### src/rtl/dirty_line_limiter.sv
module dirty_line_limiter #(
  parameter int ENTRIES = 12,
  parameter int SET_W   = 6,
  parameter int WAY_W   = 2,
  parameter int CNT_W   = 6,
  localparam int IDX_W  = (ENTRIES > 1) ? $clog2(ENTRIES) : 1
) (
  input  logic             clk,
  input  logic             rst_n,
  input  logic             wr_hit,
  input  logic [SET_W-1:0] hit_set,
  input  logic [WAY_W-1:0] hit_way,
  input  logic             hit_dirty,
  input  logic             inv_req,
  input  logic [SET_W-1:0] inv_set,
  input  logic [WAY_W-1:0] inv_way,
  output logic             mark_dirty,
  output logic             stall,
  input  logic             wbq_full,
  output logic             wbq_push,
  output logic [SET_W-1:0] wbq_set,
  output logic [WAY_W-1:0] wbq_way,
  input  logic [IDX_W-1:0] rd_idx,
  output logic             rd_valid,
  output logic [SET_W-1:0] rd_set,
  output logic [WAY_W-1:0] rd_way
);
  localparam logic [CNT_W-1:0] CNT_MAX = '1;
  localparam logic [CNT_W-1:0] HALF    = CNT_W'(1) << (CNT_W - 1);

  logic [ENTRIES-1:0] vld;
  logic [SET_W-1:0]   tset [ENTRIES];
  logic [WAY_W-1:0]   tway [ENTRIES];
  logic [CNT_W-1:0]   cnt  [ENTRIES];

  logic [IDX_W-1:0] free_idx, vic_idx, hit_idx;
  logic             hit_any;
  logic [ENTRIES-1:0] inv_match;

  always_comb begin
    free_idx = '0;
    hit_idx  = '0;
    hit_any  = 1'b0;
    for (int i = ENTRIES - 1; i >= 0; i--) begin
      if (!vld[i]) free_idx = IDX_W'(i);
      if (vld[i] && tset[i] == hit_set && tway[i] == hit_way) begin
        hit_idx = IDX_W'(i);
        hit_any = 1'b1;
      end
    end
  end

  always_comb begin
    logic [CNT_W-1:0] best;
    best    = cnt[0];
    vic_idx = '0;
    for (int i = 1; i < ENTRIES; i++)
      if (cnt[i] < best) begin
        best    = cnt[i];
        vic_idx = IDX_W'(i);
      end
  end

  always_comb
    for (int i = 0; i < ENTRIES; i++)
      inv_match[i] = vld[i] && tset[i] == inv_set && tway[i] == inv_way;

  wire full     = &vld;
  wire alloc    = wr_hit && !hit_dirty && !inv_req;
  wire bump     = wr_hit && hit_dirty && !inv_req && hit_any;
  wire age      = bump && cnt[hit_idx] == CNT_MAX;
  wire [IDX_W-1:0] slot = full ? vic_idx : free_idx;

  assign stall      = alloc && full && wbq_full;
  assign wbq_push   = alloc && full && !wbq_full;
  assign mark_dirty = alloc && !stall;
  assign wbq_set    = tset[vic_idx];
  assign wbq_way    = tway[vic_idx];

  wire rd_in = {1'b0, rd_idx} < (IDX_W+1)'(ENTRIES);
  assign rd_valid = rd_in && vld[rd_idx];
  assign rd_set   = tset[rd_idx];
  assign rd_way   = tway[rd_idx];

  always_ff @(posedge clk) begin
    if (!rst_n) begin
      vld <= '0;
      for (int i = 0; i < ENTRIES; i++) begin
        tset[i] <= '0;
        tway[i] <= '0;
        cnt[i]  <= '0;
      end
    end else if (inv_req) begin
      vld <= vld & ~inv_match;
    end else if (mark_dirty) begin
      vld[slot]  <= 1'b1;
      tset[slot] <= hit_set;
      tway[slot] <= hit_way;
      cnt[slot]  <= CNT_W'(1);
    end else if (age) begin
      for (int i = 0; i < ENTRIES; i++)
        if (IDX_W'(i) == hit_idx) cnt[i] <= CNT_MAX - HALF;
        else                      cnt[i] <= (cnt[i] >= HALF) ? cnt[i] - HALF : '0;
    end else if (bump) begin
      cnt[hit_idx] <= cnt[hit_idx] + CNT_W'(1);
    end
  end

  assert_alloc_grows_R2: assert property (@(posedge clk) disable iff (!rst_n)
    (mark_dirty && !wbq_push) |=> $countones(vld) == $past($countones(vld)) + 1);

  assert_push_when_full_R4: assert property (@(posedge clk) disable iff (!rst_n)
    wbq_push |=> &vld);

  assert_stall_freezes_R5: assert property (@(posedge clk) disable iff (!rst_n)
    stall |=> $stable(vld));

  assert_idle_holds_R7: assert property (@(posedge clk) disable iff (!rst_n)
    (!wr_hit && !inv_req) |=> $stable(vld));

  assert_dirty_hit_no_alloc_R3: assert property (@(posedge clk) disable iff (!rst_n)
    (wr_hit && hit_dirty) |-> (!mark_dirty && !wbq_push));

  assert_inv_wins_R8: assert property (@(posedge clk) disable iff (!rst_n)
    inv_req |-> (!mark_dirty && !stall && !wbq_push));
endmodule

### config.mk
export PLATFORM = sky130hd
export DESIGN_NAME = dirty_line_limiter
export DESIGN_NICKNAME = d
export VERILOG_FILES = /design/src/rtl/dirty_line_limiter.sv
export SDC_FILE = /design/constraint.sdc
export NUM_CORES = 1
export LEC_CHECK = 0
export BUFFER_PORTS_ARGS = -buffer_cell sky130_fd_sc_hd__buf_2
export CORE_ASPECT_RATIO = 1.4
export CORE_MARGIN = 2
export CORE_UTILIZATION = 50
export CTS_CLUSTER_DIAMETER = 150
export DETAILED_ROUTE_END_ITERATION = 7
export GPL_TIMING_DRIVEN = 0
export PLACE_DENSITY_LB_ADDON = 0.25
export SYNTH_ARGS = -nofsm -noshare
export SYNTH_HDL_FRONTEND = slang
export SYNTH_SLANG_ARGS = --single-unit
### constraint.sdc
create_clock -name clk -period 46.9 [get_ports clk]
set_clock_uncertainty 0.1 [all_clocks]
set_input_delay 9.38 -clock clk [delete_from_list [all_inputs] [get_ports clk]]
set_output_delay 9.38 -clock clk [all_outputs]
set_load 0.005 [all_outputs]
# Yosys cells after proc, flatten, opt, wreduce, memory -nomap -nowiden
# Memories as Yosys holds them, arrays and structs flattened.
# Index checks and enable logic that the tools add are counted.
totals:
  output_inout_bits: 20
  word_cells: 469
  register_bits: 12
  inputBits: 26
  latchBits: 0
  romBits: 0
  ram_bits: 168
  memories: 3
memory_table:
  columns: ["name", "depth", "width", "read_ports", "rd_ports_with_merged_regs", "write_ports", "line", "source"]
  rows:
  - ["cnt", 12, 6, 13, 0, 12, "34", "logic [CNT_W-1:0] cnt [ENTRIES];"]
  - ["tset", 12, 6, 14, 0, 12, "32", "logic [SET_W-1:0] tset [ENTRIES];"]
  - ["tway", 12, 2, 14, 0, 12, "33", "logic [WAY_W-1:0] tway [ENTRIES];"]
op_classes:
  n_div: 0
  shifts: 0
  eq_ne: 60
  bitwise_logic: 27
  reduce_logical: 71
  mul: 0
  addsub: 13
  magnitude_cmp: 27
  n_mux: 267
ops:
  columns: ["op", "count"]
  rows:
  - ["$mux 6", 49]
  - ["$mux 1", 174]
  - ["$mux 4", 39]
  - ["$eq 6x6->1", 24]
  - ["$ge 6x6->1 const B", 12]
  - ["$sub 6x6->6 const B", 12]
  - ["$lt 6x6->1", 11]
  - ["$logic_and 1x1->1", 60]
  - ["$eq 2x2->1", 24]
  - ["$mux 12", 2]
  - ["$or 1x1->1", 24]
  - ["$reduce_or 6->1", 3]
  - ["$eq 3x4->1 const A", 4]
  - ["$eq 4x4->1 const A", 4]
  - ["$and 12x12->12", 1]
  - ["$not 12->12", 1]
  - ["$or 12x12->12", 1]
  - ["$reduce_and 12->1", 1]
  - ["$lt 4x5->1 const B", 2]
  - ["$eq 2x4->1 const A", 2]
  - ["$add 6x1->6 const B", 1]
  - ["$eq 6x6->1 const B", 1]
  - ["$bmux 1 s4", 1]
  - ["$demux 1 s4", 1]
  - ["other kinds (8)", 11]

# Logic depth before layout (Yosys ltp)
# An unclocked memory read counts as a cell.
logic_depth:
  depth_word: 31
  ltp_mapped: 110
  ltp_nobuf: 100

# Worst setup path after synthesis
# Ideal clock, no wire load.
synth_timing:
  kind: "reg-to-output"
  startpoint: "mem cnt[1][5]"
  endpoint: "out wbq_set[4]"
  arrival_time_ps: 18207
  slack_ps: 19213
  stages_incl_launch_ff: 101
  required_time_ps: 37420
  path_buffers: 9
  path_cell_list: "edfxtp_1 > ha_1 > nand4_1 > o221ai_4 > buf_6 > mux2i_1 > ha_1 > a21oi_1 > maj3_1 > nor2_1 > a311o_1 > a21o_1 > clkbuf_1 > a21oi_1 > inv_1 > ha_1 > or2_2 > o32ai_2 > [... 65 more ...] > nor2b_1 > inv_1 > a21oi_1 > nor2_1 > nand2_1 > o21ai_0 > ha_1 > a21o_1 > a21o_1 > a21oi_1 > o21ai_0 > o21ai_1 > and3_1 > buf_2 > buf_2 > o211ai_1 > o2111a_1 > a211oi_1"
synth_rtl:
  columns: ["element", "line", "source"]
  rows:
  - ["start, declared", "34", null]
  - ["end, declared", "21", "output logic [SET_W-1:0] wbq_set,"]

==> flow_metrics.py <==
metrics = {
    "outcome": {
        "status": "finished, final reports clean",
    },
    "placement": {
        "gp_congestion": 1.02,
        "dpl_cell_area_sq_mm": 0.0177,
        "dp_hpwl_um": 48600,
        "io_buffer_count": 42,
        "dp_slack_ns": 15.43,
    },
    "worst_setup_path": {
        "cp.required_ns": 37.42,
        "path_class": "flip-flop to output port",
        "end_kind": "output port",
        "worst-path-max-fanout": 10,
        "arrival_ns": 22.88,
        "r2r_start": "cnt[0][4]",
        "slowest_stage": "clkbuf_1",
        "r2r_cells": 99,
        "crit_family": "compound AO/OA/AOI/OAI gates",
        "crit_top_cell": "ha_1",
        "rrSetupSlack_ns": 23.44,
        "critPathMaxStageDelay_ns": 0.62,
        "crit_buf_inv": 17,
        "rr_endpoint": "tset[3][2]",
        "critPathLaunchType": "flip-flop",
    },
    "route": {
        "drc_errors": 0,
        "firstDrtPassIters": 6,
        "wl_per_cell_um": 27.2,
        "via_per_inst": 6.46,
        "via_count": 14661,
        "wl_um": 61800,
        "ant_nets": 0,
        "dr.first_iter.drc_count": 1389,
    },
    "logic_synthesis": {
        "synth_warnings": 0,
        "ys_seq_elements": 212,
        "ys.flop_type": "edfxtp_1",
        "synth.avg_cell_area_sq_um": 9.85,
        "synth.distinct_cells": 106,
        "synth_area_sq_mm": 0.0168,
        "synth-seq-area-share_pct": 37.1,
        "async_reset_ff_share_pct": 0,
        "synth_edf_count": 200,
        "syn_inst": 1710,
    },
    "power": {
        "max-vdd-ir-drop_mv": 0.0444,
        "power_density_mw_per_mm2": 50.7,
        "power.static_leakage_uw": 0.00672,
        "total_power_uw": 934,
    },
    "timing": {
        "fin_crit_sh_pct": 69.0,
        "relSlewSlack_pct": 2.56,
        "worst_pin_slew_ns": 1.46,
        "drv_slew": 0,
        "tns_ns": 0,
        "finalWorstSetupSlack_ns": 14.54,
        "finalSetupViolCount": 0,
        "rsz0062_at_grt": "no",
        "max_freq_ghz": 0.0309,
        "min_period_ns": 32.36,
        "hold_viol_final": 0,
    },
    "clock_network": {
        "numCtsBuffers": 21,
        "clk_pin_slew_worst_paths_ns": 0.07,
        "cts_tree": "built",
        "h-tree-depth": 1,
        "post-cts-setup-buffers": 0,
        "ctsResizeCount": 0,
        "clkLatencyLatePin_ns": 0.53,
        "root_buffer": "clkbuf_16",
        "cts.sinks": 212,
        "postCtsHoldBufs": 0,
        "cts_max_path_buffers": 3,
    },
    "die": {
        "die_area_sq_mm": 0.0352,
        "core_region_area_sq_mm": 0.0332,
        "initial_core_util_pct": 50.7,
        "fp-row-count": 79,
        "fp.dieH_um": 221,
        "die_x_um": 159,
        "io-pin-count": 46,
    },
    "grt": {
        "grt_pass1_wl_um": 91200,
        "grt_max_degree": 17,
        "antenna_found_initial": 0,
        "grt_overflow": 0,
        "grt_pass1_vias": 14662,
        "gr-usage-all-layers_pct": 34.6,
    },
    "min_path": {
        "hold_end": "vld[3]",
        "min_path_type": "flip-flop to flip-flop",
        "holdPathStages": 2,
        "min-delay-start": "vld[3]",
    },
    "layout": {
        "final_common_cell": "edfxtp_1",
        "area_growth_pct": 9.28,
        "final_core_util_pct": 55.4,
        "fin_nets": 1872,
        "antennaDiodeCount": 0,
        "fill_cells": 3028,
        "design_area_sq_mm": 0.0184,
        "drive_gt1_share_pct": 12.2,
        "mostFrequentLayoutCells": "edfxtp_1, nor2_1, xor2_1",
    },
    "job": {
        "maxCapViolations": 0,
    },
}
==> synthesized netlist by cell type (15+ instances only) <==
master | count | area share, %
edfxtp_1 | 200 | 36
nor2_1 | 121 | 2.7
xor2_1 | 114 | 5.9
nand2_1 | 104 | 2.3
xnor2_1 | 86 | 4.5
a21oi_1 | 74 | 2.2
nand3_1 | 68 | 2.0
o21ai_0 | 67 | 2.0
and2_1 | 65 | 2.4
clkbuf_1 | 63 | 1.4
mux2i_1 | 63 | 3.7
inv_1 | 49 | 1.1
o31ai_1 | 46 | 2.1
mux4_2 | 43 | 5.7
nor3_1 | 41 | 1.2
ha_1 | 38 | 2.8
and3_1 | 29 | 1.1
nand4_1 | 28 | 1.0
o21ai_1 | 28 | 0.83
a211oi_1 | 25 | 1.1
buf_1 | 21 | 0.47
buf_2 | 21 | 0.62
nor4_1 | 21 | 0.78
o211ai_1 | 17 | 0.76
nand2b_1 | 16 | 0.59
nor2b_1 | 15 | 0.56
==> cells by family (layout without fill, tap and decap cells) <==
logic type / after synthesis / count (layout) / share of synthesized area, %
other: 1 / 32 / 0.0223
flip-flops: 212 / 212 / 37.1
AO/OA/AOI/OAI: 407 / 407 / 17.2
multiplexers: 124 / 124 / 10.7
AND/OR/NAND/NOR: 560 / 560 / 17.4
XOR/XNOR: 200 / 200 / 10.4
adder cells (fa/ha/maj): 40 / 40 / 2.94
buffers and inverters: 166 / 248 / 4.23
==> flip-flops by register name (all words and copies together), names as in the netlist <==
| register | flops |
|---|---|
| tset | 96 |
| vld | 12 |
| cnt | 72 |
| tway | 32 |
==> through the flow <==
stage	hold WS (ns)	cells
3_5_place_dp	0.472	2229
6_report	0.487	2268
3_3_place_gp	0.468	2228
5_1_grt	0.528	2268
2_1_floorplan	0.382	1741
4_1_cts	0.482	2267
==> tightest hold or removal path: cells and delay by family (launching register included) <==
family / cells / cell delay, ns
DFF: 1 / 0.40
and+or+nand+nor: 2 / 0.15
==> routing by layer <==
layer	global-route usage [%]	part of all wire [%]	up-vias
li1	-	-	6601
met1	37.8	35	7055
met2	62.1	51	773
met3	3.43	6.2	232
met4	25.7	8.6	0
met5	0	0	-
==> area by class of cell <==
class                      count  area, sq um  area share (%)
multi-input combinational   1363        10000            54.4
sequential                   212         6250            33.9
tap                          445          557            3.02
clock buffer                  23          533            2.90
buffer                       116          526            2.85
timing repair buffer          44          229            1.24
inverter                      50          188            1.02
clock inverter                15          121           0.659
==> worst max-delay path by stage <==
stage | slack, ns | from | endpoint | cells past startpoint
after global placement | 15.58 | cnt[1][5] | wbq_way[1] | 99
final | 14.54 | cnt[0][4] | wbq_way[1] | 100
after detailed placement | 15.43 | cnt[1][5] | wbq_way[1] | 99
after global routing | 12.84 | cnt[0][4] | wbq_way[1] | 101
after CTS | 14.81 | cnt[1][5] | wbq_way[1] | 99
after floorplan | 19.21 | cnt[1][5] | wbq_set[4] | 100
==> report_power, final <==
part	internal [uW]	switching (uW)	leakage (uW)
Sequential	215	10.1	0.00213
Combinational	194	351	0.00428
Clock	88.8	75.6	0.000310
Power figures use the tool's default switching activity.
